--- config.mk ---
export PLATFORM = sky130hd
export DESIGN_NAME = unlock_mode_reg
export DESIGN_NICKNAME = d
export VERILOG_FILES = /design/src/rtl/umr_pkg.sv /design/src/rtl/umr_instr_count.sv /design/src/rtl/umr_seq_ctrl.sv /design/src/rtl/umr_irq_guard.sv /design/src/rtl/unlock_mode_reg.sv
export SDC_FILE = /design/constraint.sdc
export NUM_CORES = 1
export LEC_CHECK = 0
export ABC_AREA = 1
export ABC_CLOCK_PERIOD_IN_PS = 3000
export BUFFER_PORTS_ARGS = -buffer_cell sky130_fd_sc_hd__buf_2
export CORE_UTILIZATION = 55
export CTS_BUF_LIST = sky130_fd_sc_hd__clkbuf_16
export CTS_CLUSTER_SIZE = 24
export DETAILED_ROUTE_END_ITERATION = 16
export PLACE_DENSITY = 0.89
export RECOVER_POWER = 50
export SLEW_MARGIN = 20
export SYNTH_ARGS = -nofsm -noshare
export SYNTH_HDL_FRONTEND = slang
export SYNTH_SLANG_ARGS = --single-unit
export TNS_END_PERCENT = 5
--- constraint.sdc ---
create_clock -name clk -period 3 [get_ports clk]
set_input_delay 0.45 -clock clk [delete_from_list [all_inputs] [get_ports clk]]
set_output_delay 0.45 -clock clk [all_outputs]
set_load 0.005 [all_outputs]
--- src/rtl/umr_pkg.sv ---
package umr_pkg;
  localparam int REG_W       = 8;
  localparam int BIT_UNLOCK  = 7;
  localparam int BIT_CONFIRM = 6;
  localparam int BIT_BOOT    = 2;
  localparam int BIT_SWAP    = 0;

  typedef enum logic [1:0] {
    ST_IDLE    = 2'd0,
    ST_ARMED   = 2'd1,
    ST_PENDING = 2'd2,
    ST_REVERT  = 2'd3
  } seq_state_t;

  typedef struct packed {
    logic boot;
    logic swap;
  } mode_t;
endpackage

--- src/rtl/umr_instr_count.sv ---
module umr_instr_count #(
  parameter int CNT_W = 2
) (
  input  logic             clk,
  input  logic             rst,
  input  logic             load,
  input  logic [CNT_W-1:0] load_val,
  input  logic             tick,
  output logic             expire
);
  logic [CNT_W-1:0] cnt_q;

  // a tick arriving together with a load is not counted
  assign expire = tick && !load && (cnt_q == CNT_W'(1));

  always_ff @(posedge clk) begin
    if (rst) begin
      cnt_q <= '0;
    end else if (load) begin
      cnt_q <= load_val;
    end else if (tick && cnt_q != '0) begin
      cnt_q <= cnt_q - CNT_W'(1);
    end
  end
endmodule

--- src/rtl/umr_seq_ctrl.sv ---
module umr_seq_ctrl
  import umr_pkg::*;
#(
  parameter int CNT_W        = 2,
  parameter int ACT_DELAY    = 2,
  parameter int REVERT_DELAY = 2
) (
  input  logic             clk,
  input  logic             rst,
  input  logic             wr_en,
  input  logic             wr_unlock,
  input  logic             wr_confirm,
  input  mode_t            wr_mode,
  input  logic             expire,
  output seq_state_t       state,
  output mode_t            eff_mode,
  output mode_t            shown_mode,
  output logic             flag_unlock,
  output logic             flag_confirm,
  output logic             load,
  output logic [CNT_W-1:0] load_val
);
  seq_state_t st_q, st_n;
  mode_t      eff_q, eff_n, shown_q, shown_n, staged_q, staged_n;
  logic       unl_q, unl_n, cnf_q, cnf_n;

  logic arm_wr, confirm_wr;
  assign arm_wr     = wr_unlock && !wr_confirm;
  assign confirm_wr = wr_unlock && wr_confirm;

  always_comb begin
    st_n     = st_q;
    eff_n    = eff_q;
    shown_n  = shown_q;
    staged_n = staged_q;
    unl_n    = unl_q;
    cnf_n    = cnf_q;
    load     = 1'b0;
    load_val = '0;
    if (wr_en && st_q != ST_PENDING) begin
      if (st_q == ST_ARMED && confirm_wr) begin
        st_n     = ST_PENDING;
        cnf_n    = 1'b1;
        load     = 1'b1;
        load_val = CNT_W'(ACT_DELAY);
      end else if (arm_wr) begin
        st_n     = ST_ARMED;
        staged_n = wr_mode;
        shown_n  = wr_mode;
        unl_n    = 1'b1;
        cnf_n    = 1'b0;
      end else if (st_q == ST_ARMED) begin
        // broken sequence: drop it at once
        st_n    = ST_IDLE;
        shown_n = eff_q;
        unl_n   = 1'b0;
        cnf_n   = 1'b0;
      end else begin
        unl_n   = 1'b0;
        cnf_n   = 1'b0;
        shown_n = wr_mode;
        if (wr_mode != eff_q) begin
          st_n     = ST_REVERT;
          load     = 1'b1;
          load_val = CNT_W'(REVERT_DELAY);
        end else begin
          st_n = ST_IDLE;
        end
      end
    end else if (expire) begin
      if (st_q == ST_PENDING) begin
        eff_n   = staged_q;
        shown_n = staged_q;
        unl_n   = 1'b0;
        cnf_n   = 1'b0;
        st_n    = ST_IDLE;
      end else if (st_q == ST_REVERT) begin
        shown_n = eff_q;
        st_n    = ST_IDLE;
      end
    end
  end

  always_ff @(posedge clk) begin
    if (rst) begin
      st_q     <= ST_IDLE;
      eff_q    <= '0;
      shown_q  <= '0;
      staged_q <= '0;
      unl_q    <= 1'b0;
      cnf_q    <= 1'b0;
    end else begin
      st_q     <= st_n;
      eff_q    <= eff_n;
      shown_q  <= shown_n;
      staged_q <= staged_n;
      unl_q    <= unl_n;
      cnf_q    <= cnf_n;
    end
  end

  assign state        = st_q;
  assign eff_mode     = eff_q;
  assign shown_mode   = shown_q;
  assign flag_unlock  = unl_q;
  assign flag_confirm = cnf_q;
endmodule

--- src/rtl/umr_irq_guard.sv ---
module umr_irq_guard (
  input  logic clk,
  input  logic rst,
  input  logic access,
  input  logic instr_end,
  input  logic seq_hold,
  output logic irq_block
);
  logic owed_q, pulse_q;

  always_ff @(posedge clk) begin
    if (rst) begin
      owed_q  <= 1'b0;
      pulse_q <= 1'b0;
    end else begin
      pulse_q <= instr_end && (owed_q || access);
      owed_q  <= (owed_q || access) && !instr_end;
    end
  end

  assign irq_block = pulse_q || seq_hold;
endmodule

--- src/rtl/unlock_mode_reg.sv ---
module unlock_mode_reg
  import umr_pkg::*;
#(
  parameter int ACT_DELAY    = 2,
  parameter int REVERT_DELAY = 2
) (
  input  logic             clk,
  input  logic             rst,
  input  logic             wr_en,
  input  logic             rd_en,
  input  logic [REG_W-1:0] wdata,
  input  logic             instr_end,
  output logic [REG_W-1:0] rdata,
  output logic             mode_swap,
  output logic             mode_boot,
  output logic             irq_block
);
  localparam int MAX_DELAY = (ACT_DELAY > REVERT_DELAY) ? ACT_DELAY : REVERT_DELAY;
  localparam int CNT_W     = $clog2(MAX_DELAY + 1);

  seq_state_t       st;
  mode_t            eff_mode, shown_mode, wr_mode;
  logic             flag_unlock, flag_confirm, load, expire;
  logic [CNT_W-1:0] load_val;
  logic [REG_W-1:0] reg_view, rdata_q;
  logic             unused_bits;

  assign wr_mode     = '{boot: wdata[BIT_BOOT], swap: wdata[BIT_SWAP]};
  assign unused_bits = ^{wdata[5:3], wdata[1]};

  umr_seq_ctrl #(
    .CNT_W(CNT_W), .ACT_DELAY(ACT_DELAY), .REVERT_DELAY(REVERT_DELAY)
  ) u_seq (
    .clk(clk), .rst(rst), .wr_en(wr_en),
    .wr_unlock(wdata[BIT_UNLOCK]), .wr_confirm(wdata[BIT_CONFIRM]),
    .wr_mode(wr_mode), .expire(expire), .state(st),
    .eff_mode(eff_mode), .shown_mode(shown_mode),
    .flag_unlock(flag_unlock), .flag_confirm(flag_confirm),
    .load(load), .load_val(load_val)
  );

  umr_instr_count #(.CNT_W(CNT_W)) u_cnt (
    .clk(clk), .rst(rst), .load(load), .load_val(load_val),
    .tick(instr_end), .expire(expire)
  );

  umr_irq_guard u_irq (
    .clk(clk), .rst(rst), .access(wr_en || rd_en), .instr_end(instr_end),
    .seq_hold(st == ST_ARMED || st == ST_PENDING), .irq_block(irq_block)
  );

  always_comb begin
    reg_view              = '0;
    reg_view[BIT_UNLOCK]  = flag_unlock;
    reg_view[BIT_CONFIRM] = flag_confirm;
    reg_view[BIT_BOOT]    = shown_mode.boot;
    reg_view[BIT_SWAP]    = shown_mode.swap;
  end

  always_ff @(posedge clk) begin
    if (rst)        rdata_q <= '0;
    else if (rd_en) rdata_q <= reg_view;
  end

  assign rdata     = rdata_q;
  assign mode_swap = eff_mode.swap;
  assign mode_boot = eff_mode.boot;
endmodule

==> metrics.cfg, run 1 <==
[grt]
grt_max_degree = 16
antenna_found_initial = 0
grt_usage = 0.246
grt_pass1_vias = 850
grt_pass1_wl_um = 3550
overflow = 0

[place]
gp_congestion = 0.753
portBuffers = 15
dp.cells = 178
place_area_um2 = 1090
dp_worst_setup_slack_ps = 1390
dpl.hpwl_um = 1450

[floorplan]
core_um2 = 1730
die_width_um = 44.8
initial_core_util = 0.583
die_h_um = 44.8
io_pins = 24
row_count = 15
dieArea_um2 = 2010

[sta]
hold_violations = 0
slew_viol_final = 0
timing.fmax_mhz = 601
rsz0062_at_grt = false
whs_ps = 406
finalWorstSetupSlack_ps = 1340
finClkSkew_ps = 2.45
setup_violations = 0
layout_worst_path_cycle_share = 0.555
setup_tns_ps = 0
period_needed_ps = 1660

[route]
drt-met1-wl_um = 880
vias_per_cell = 5.02
first_pass_iters = 4
drt_iter0_markers = 29
detail-route-antenna-nets = 0
wire_per_inst_um = 11.3
wl_met2_um = 1010
top_layer = met4
wl_met3_um = 112
vias = 909
drc_errors = 0
drt_wl_total_um = 2040

[synth]
synth_top_area_frac = 0.358
synth_edf_count = 0
yosys_warnings = 0
ys.flop_type = dfxtp_1
ys_ff_latch = 18
synth-async-reset-ratio = 0
yosysTopAreaCell = dfxtp_1
yosysUniqueCellTypes = 24
syn_area_per_cell_um2 = 7.19
yosys-top-cells-area = dfxtp_1, nand2_1, inv_1, ha_1, nor2_1
yosysMostFrequentCell = nand2_1
syn_inst = 140
yosysSeqAreaShare = 0.358
syn_area_um2 = 1010
synth_common_cells = nand2_1, inv_1, dfxtp_1, nor2_1, o21ai_0

[cells_and_area]
synthToLayoutAreaGrowth_pct = 14.9
drive_above_1_share = 0.179
fin_cells = 181
final_nets = 177
final_area_um2 = 1160
diodes = 0
fin_util = 0.670

[critical_path]
critPathMaxFanout = 8
cp-start-kind = flip-flop
worstSetupEndpointType = flip-flop
critPathKind = flip-flop to flip-flop
slowest_delay_ps = 400
worst_path_max_delay_cell = dfxtp_1
cp_common_cell = inv_1
worstPathRequired_ps = 3200
arrival_ps = 1860
path_cells = inv_1 > ha_1 > inv_2 > nand2_4 > nor2_1 > a21oi_1 > o21ai_0 > nand2_1 > inv_1

[run]
cap_viol_max_count = 0

[pwr]
switching_share = 0.265
p_sw_mw = 0.173
leakage_nw = 0.592
p_clk_frac = 0.398
power.density_nw_per_um2 = 564
seqPwrFrac = 0.413
fin_total_pwr_mw = 0.653
peakVddDrop_mv = 0.419
intPower_mw = 0.479
combinationalPowerShare = 0.188

[cts]
postCtsSetupBuffers = 0
hold_buffers = 0
cts.sinks = 18
h-tree-depth = 1
worstSkewPairLatency_ps = 250
tritoncts = yes
cts_max_path_buffers = 2
clkTransAtPathRegs_ps = 50
clock_tree.root_cell = clkbuf_16
numCtsBuffers = 3
cts_resized = 0

[worst_hold_path]
hold_path_class = input pin to flip-flop

[outcome]
status = complete, no violations

==> layout make-up <==
cell class                 instances  area, µm²
timing repair buffer              15       70.1
multi-input combinational         95        524
inverter                          25       96.3
clock buffer                       3       75.1
sequential                        18        360
fill                             159        569
tap                               25       31.3
==> registers in the layout, summed over array words and instances (netlist names) <==
register and flops:
rdata 4, u_cnt.cnt_q 2, u_seq.eff_mode 2, u_seq.shown_mode 2, u_seq.staged_q 2, u_seq.state 2
u_irq.owed_q 1, u_irq.pulse_q 1, u_seq.flag_confirm 1, u_seq.flag_unlock 1
==> cell usage in the layout, fill, tap and decap left out, types with 3 or more instances in the layout <==
master and count:
a21oi_1 8, buf_2 11, clkbuf_1 4, clkbuf_16 3, conb_1 4, dfxtp_1 18, ha_1 6, inv_1 21
inv_2 3, nand2_1 28, nor2_1 17, nor2_2 3, nor3_1 3, o21ai_0 9, o21ai_1 4
==> cells by family after synthesis <==
group	after synthesis	share of synthesized area
simple gates	60	0.291
fa+ha+maj	6	0.0745
compound gates	25	0.140
other cells	1	0.00372
buf+inv	30	0.133
flops	18	0.358
==> path summary, 6_finish.rpt <==
check / slack [ps] / startpoint / cells past startpoint / endpoint
worst max-delay path: 1340 / u_seq.state[0] / 9 / u_seq.state[0]
worst min-delay path: 410 / instr_end / 2 / u_irq.owed_q
worst max register to register: 1340 / u_seq.state[0] / 9 / u_seq.state[0]
worst min register to register: 470 / u_seq.flag_unlock / 2 / rdata[7]
==> critical path: cells and delay by family, from the launching register on <==
family                   cells  cell delay, ps
buffers and inverters        3             240
adder cells (fa/ha/maj)      1             290
AO/OA/AOI/OAI                2             190
flip-flops                   1             400
AND/OR/NAND/NOR              3             490
==> metal layers <==
metal | global-route usage | up-vias
met5 | 0 | -
li1 | - | 462
met3 | 0.0640 | 5
met1 | 0.276 | 411
met4 | 0.127 | 0
met2 | 0.426 | 31
==> power groups by stage <==
stage	clock network (mW)	registers, mW	logic (mW)
CTS	0.262	0.270	0.124
floorplan	0	0.272	0.0948
global route	0.272	0.272	0.140
global placement	0	0.272	0.116
finish	0.260	0.270	0.123
detailed placement	0	0.274	0.122
Note: power is estimated with default switching activity, not from simulation.
==> run 2: changes to the inputs <==
ABC_CLOCK_PERIOD_IN_PS = 1550   (was 3000)
CORE_UTILIZATION = 51   (was 55)
PLACE_DENSITY = 0.83   (was 0.89)
clock period = 1.55 ns   (was 3 ns; I/O delays follow)
==> metrics.cfg, run 2 (synthesis gave the netlist of run 1 again) <==
[outcome]
status = complete, no violations

[sta]
setup_tns_ps = 0  ; unchanged
timing.fmax_mhz = 693  ; +15%
layout_worst_path_cycle_share = 0.932  ; +0.377
rsz0062_at_grt = false
period_needed_ps = 1440  ; -220 ps
finClkSkew_ps = 2.19  ; -0.265 ps
slew_viol_final = 0  ; unchanged
hold_violations = 0  ; unchanged
whs_ps = 175  ; -231 ps
setup_violations = 0  ; unchanged
finalWorstSetupSlack_ps = 106  ; -1230 ps

[critical_path]
slowest_delay_ps = 350  ; -50 ps
cp-start-kind = flip-flop
worstPathRequired_ps = 1690  ; -1510 ps
rrSetupSlack_ps = 110  ; -1230 ps
arrival_ps = 1580  ; -280 ps
worst_path_max_delay_cell = dfxtp_2
cp_common_cell = nand2_1
critPathKind = flip-flop to flip-flop
startpoint = u_seq.state[0]
r2r_cells = 10  ; +1
reg2reg_to = u_seq.eff_mode[1]
path_cells = inv_1 > ha_1 > inv_2 > nand2_4 > nor2_4 > nand3_4 > nand4_4 > nand2_1 > nand2_1 > nor2_2
worstSetupEndpointType = flip-flop
critPathMaxFanout = 8  ; unchanged
r2r-start = u_seq.state[0]

[grt]
antenna_found_initial = 0  ; unchanged
grt_pass1_vias = 736  ; -13%
grt_usage = 0.210  ; -0.0359
grt_max_degree = 16  ; unchanged
overflow = 0  ; unchanged
grt_pass1_wl_um = 3130  ; -12%

[route]
wire_per_inst_um = 10.4  ; -8.0%
vias = 884  ; -2.8%
vias_per_cell = 4.80  ; -4.3%
drt_iter0_markers = 17  ; -41%
first_pass_iters = 4  ; unchanged
drc_errors = 0  ; unchanged
detail-route-antenna-nets = 0  ; unchanged
drt_wl_total_um = 1910  ; -6.5%

[place]
portBuffers = 15  ; unchanged
dpl.hpwl_um = 1370  ; -5.4%
dp_worst_setup_slack_ps = 30.0  ; -1360 ps
gp_congestion = 0.788  ; +4.6%

[cells_and_area]
final_cell_mix = nand2_1, inv_1, dfxtp_1
fin_util = 0.666  ; -0.00433
n_fill_cell = 152  ; -4.4%
final_common_cell = nand2_1
drive_above_1_share = 0.214  ; +0.0343
multiInputGateArea_um2 = 532  ; +1.4%
final_nets = 179  ; +1.1%
final-seq-area_um2 = 362  ; +0.35%
synthToLayoutAreaGrowth_pct = 17.9
diodes = 0  ; unchanged
largest_reg_flops = 4  ; unchanged

[floorplan]
dieArea_um2 = 2160  ; +7.5%
die_h_um = 46.4  ; +3.7%
initial_core_util = 0.565  ; -0.0184
core_um2 = 1780  ; +3.3%
row_count = 15  ; unchanged
die_width_um = 46.4  ; +3.7%
io_pins = 24  ; unchanged

[cts]
cts_max_path_buffers = 2  ; unchanged
tritoncts = yes
clock_tree.root_cell = clkbuf_16
worstSkewPairLatency_ps = 250  ; about the same
numCtsBuffers = 3  ; unchanged
cts.sinks = 18  ; unchanged
clkTransAtPathRegs_ps = 50  ; about the same
h-tree-depth = 1  ; unchanged

[pwr]
power.density_nw_per_um2 = 1070  ; +90%
peakVddDrop_mv = 0.742  ; +77%
leakage_nw = 0.613  ; +3.5%
fin_total_pwr_mw = 1.27  ; +95%

[worst_hold_path]
hold_path_class = input pin to flip-flop
holdCritStartpoint = instr_end
hold_path_end = u_irq.owed_q
hold_depth = 2  ; unchanged

[run]
cap_viol_max_count = 0  ; unchanged

-- run 2: changes by cell type in the layout (fill, tap and decap cells not counted) --
cell,before,now
buf_2,11,13
buf_4,0,2
clkbuf_1,4,2
clkinv_1,0,1
dfxtp_1,18,17
dfxtp_2,0,1
nor2_1,17,16
nor2_4,0,1
-- run 2: metal layers --
layer,up-vias,wire (µm),share of wire,global-route usage
met1,385,882,0.46,0.264
met3,6,55,0.029,0.0353
li1,468,-,-,-
met4,0,43,0.023,0.0882
met2,25,927,0.49,0.347
met5,-,0,0,0
-- run 2: through the flow --
| stage | std cells | cell area, µm² |
|---|---|---|
| floorplan | 143 | 1020 |
| global placement | 180 | 1100 |
| detailed placement | 180 | 1100 |
| CTS | 184 | 1180 |
| global route | 184 | 1190 |
| finish | 184 | 1190 |
-- run 2: worst max-delay path by stage --
stage,endpoint,slack [ps]
after CTS,u_seq.eff_mode[1],20
final,u_seq.eff_mode[1],110
after floorplan,u_seq.eff_mode[0],160
after global placement,u_seq.eff_mode[1],70
after global routing,u_seq.shown_mode[1],0.7
after detailed placement,u_seq.eff_mode[1],30
-- run 2: critical path, delay by kind of cell, from the launching register on --
kind / cells / cell delay (ps)
simple gates: 7 / 620
fa+ha+maj: 1 / 240
flops: 1 / 350
buf+inv: 2 / 140
-- run 2: timing repair --
action | 4_1_cts | 5_1_grt
hold buffers | 0 | 0
resized for setup | 0 | 3
setup buffers | 0 | 0
setup endpoints to repair | 0 | 6
-- run 2: where the power goes --
group	leakage (nW)	switching (mW)	internal (mW)	total [mW]
Clock	0.0385	0.166	0.343	0.509
Combinational	0.426	0.149	0.0949	0.244
Sequential	0.148	0.0207	0.500	0.521
-- run 2: final cells by class --
type | count | share of cell area
clock inverter | 1 | 0.00316
clock buffer | 3 | 0.0632
sequential | 18 | 0.305
multi-input combinational | 95 | 0.448
inverter | 25 | 0.0811
tap | 25 | 0.0263
timing repair buffer | 17 | 0.0738
==> run 3: changes to the inputs <==
ABC_AREA = 0   (was 1)
PLACE_DENSITY = 0.84   (was 0.83)
==> metrics.cfg, run 3 <==
[critical_path]
cp-start-kind = flip-flop
worstPathRequired_ps = 1700  ; about the same
critPathMaxFanout = 5  ; -3
critPathKind = flip-flop to flip-flop
worstSetupEndpointType = flip-flop
arrival_ps = 1670  ; +90 ps

[cts]
worstSkewPairLatency_ps = 250  ; about the same
numCtsBuffers = 3  ; unchanged
cts.sinks = 18  ; unchanged
clock_tree.root_cell = clkbuf_16
hold_buffers = 0  ; unchanged
postCtsSetupBuffers = 0  ; unchanged
tritoncts = yes
cts_max_path_buffers = 2  ; unchanged
h-tree-depth = 1  ; unchanged
clkTransAtPathRegs_ps = 50  ; about the same

[sta]
slew_viol_final = 0  ; unchanged
setup_violations = 0  ; unchanged
timing.fmax_mhz = 656  ; -5.3%
rsz0062_at_grt = true
hold_violations = 0  ; unchanged
layout_worst_path_cycle_share = 0.983  ; +0.0517
period_needed_ps = 1520  ; +80.1 ps
finalWorstSetupSlack_ps = 25.9  ; -80.1 ps
finClkSkew_ps = 2.58  ; +0.390 ps
whs_ps = 239  ; +63.4 ps

[route]
wl_met2_um = 891  ; -3.9%
vias_per_cell = 5.41  ; +13%
wl_met3_um = 102  ; +85%
drt_wl_total_um = 2010  ; +5.0%
first_pass_iters = 4  ; unchanged
drc_errors = 0  ; unchanged
wire_per_inst_um = 13.3  ; +28%
drt-met1-wl_um = 960  ; +8.8%
detail-route-antenna-nets = 0  ; unchanged
drt_iter0_markers = 29  ; +12
top_layer = met4
vias = 817  ; -7.6%

[synth]
synth_top_area_frac = 0.364  ; +0.00587
yosys_warnings = 0  ; unchanged
yosysMostFrequentCell = dfxtp_1
yosysSeqAreaShare = 0.364  ; +0.00587
ys.flop_type = dfxtp_1
yosys-top-cells-area = dfxtp_1, ha_1, mux2i_1, nor2_1, nand2b_1
syn_inst = 109  ; -22%
synth_common_cells = dfxtp_1, nor2_1, a21oi_1, nand2_1
ys_ff_latch = 18  ; unchanged
syn_area_per_cell_um2 = 9.09  ; +26%
synth-async-reset-ratio = 0  ; unchanged
syn_area_um2 = 991  ; -1.6%
yosysUniqueCellTypes = 34  ; +42%
synth_edf_count = 0  ; unchanged
yosysTopAreaCell = dfxtp_1

[cells_and_area]
final_nets = 146  ; -18%
multiInputGateArea_um2 = 611  ; +15%
final-seq-area_um2 = 364  ; +0.69%
final_cell_mix = dfxtp_1, buf_2, nor2_1
n_fill_cell = 138  ; -9.2%
synthToLayoutAreaGrowth_pct = 20.8
fin_cells = 151  ; -18%
final_common_cell = dfxtp_1
drive_above_1_share = 0.246  ; +0.0322
diodes = 0  ; unchanged
largest_reg_flops = 4  ; unchanged

[place]
dp_worst_setup_slack_ps = -57.2  ; -87.2 ps
portBuffers = 15  ; unchanged
dpl.hpwl_um = 1370  ; +0.22%
dp.cells = 147  ; -18%
gp_congestion = 0.792  ; +0.55%

[outcome]
status = complete, no violations

[grt]
overflow = 0  ; unchanged
grt_max_degree = 23  ; +7
antenna_found_initial = 0  ; unchanged
grt_pass1_vias = 732  ; -0.54%
grt_usage = 0.216  ; +0.00606
grt_pass1_wl_um = 3240  ; +3.3%

[pwr]
peakVddDrop_mv = 0.636  ; -14%
power.density_nw_per_um2 = 1030  ; -4.4%
leakage_nw = 0.507  ; -17%

[floorplan]
io_pins = 24  ; unchanged
core_um2 = 1780  ; unchanged
initial_core_util = 0.556  ; -0.00912
die_h_um = 46.1  ; -0.78%
die_width_um = 46.1  ; -0.78%
row_count = 15  ; unchanged
dieArea_um2 = 2120  ; -1.5%

[run]
cap_viol_max_count = 0  ; unchanged

[worst_hold_path]
hold_path_class = input pin to flip-flop

==> run 3: path summary, 6_finish.rpt <==
kind | cells past startpoint | slack (ps) | startpoint | to
worst max register to register | 5 | 30 | u_seq.state[1] | u_seq.shown_mode[0]
worst min-delay path | 2 | 240 | instr_end | u_irq.owed_q
worst max-delay path | 5 | 30 | u_seq.state[1] | u_seq.shown_mode[0]
worst min register to register | 2 | 480 | u_seq.staged_q[1] | u_seq.staged_q[1]
==> run 3: through the flow <==
stage	area, µm²	power (mW)	setup TNS (ps)	util
final	1200	1.23	0	0.672
after detailed placement	1080	0.705	-202	0.608
after CTS	1190	1.22	0	0.665
after global routing	1200	1.29	-40.3	0.672
after floorplan	1000	0.656	0	-
after global placement	1080	0.696	-74.5	0.608
==> run 3: repair_timing <==
action | in CTS | in global routing
pin swaps | 1 | 2
endpoints found under the setup margin | 5 | 10
gates resized for setup | 6 | 3
==> run 3: cell families after synthesis <==
| kind of cell | after synthesis | synth area share |
|---|---|---|
| xor gates and xnor gates | 3 | 0.0265 |
| DFF | 18 | 0.364 |
| buffers and inverters | 13 | 0.0657 |
| adders and majority gates | 6 | 0.0758 |
| muxes | 9 | 0.101 |
| AOI/OAI and AO/OA | 18 | 0.148 |
| other | 1 | 0.00378 |
| and+or+nand+nor | 41 | 0.216 |
==> run 3: power by group <==
part / internal (mW) / switching [mW] / total (mW)
Combinational: 0.0968 / 0.115 / 0.212
Clock: 0.343 / 0.168 / 0.510
Sequential: 0.489 / 0.0168 / 0.506
Total: 0.928 / 0.300 / 1.23
==> run 3: critical path, stage by stage, from the launching register on <==
cell and delay [ps]:
dfxtp_4 370, inv_1 50, ha_2 200, a21boi_2 180
mux2_4 320, o41ai_2 300
==> run 3: final cells by class <==
class	count	area share
well taps	25	0.0261
multi-input cells	81	0.510
flip-flops and latches	18	0.304
clock buffers	3	0.0627
clock inverters	1	0.00313
inverters	5	0.0157
repair buffers	18	0.0784
==> run 3: metal layers <==
| metal | global-route usage | vias to the layer above |
|---|---|---|
| met5 | 0 | - |
| met4 | 0.124 | 0 |
| met3 | 0.0353 | 7 |
| met2 | 0.332 | 40 |
| met1 | 0.282 | 371 |
| li1 | - | 399 |
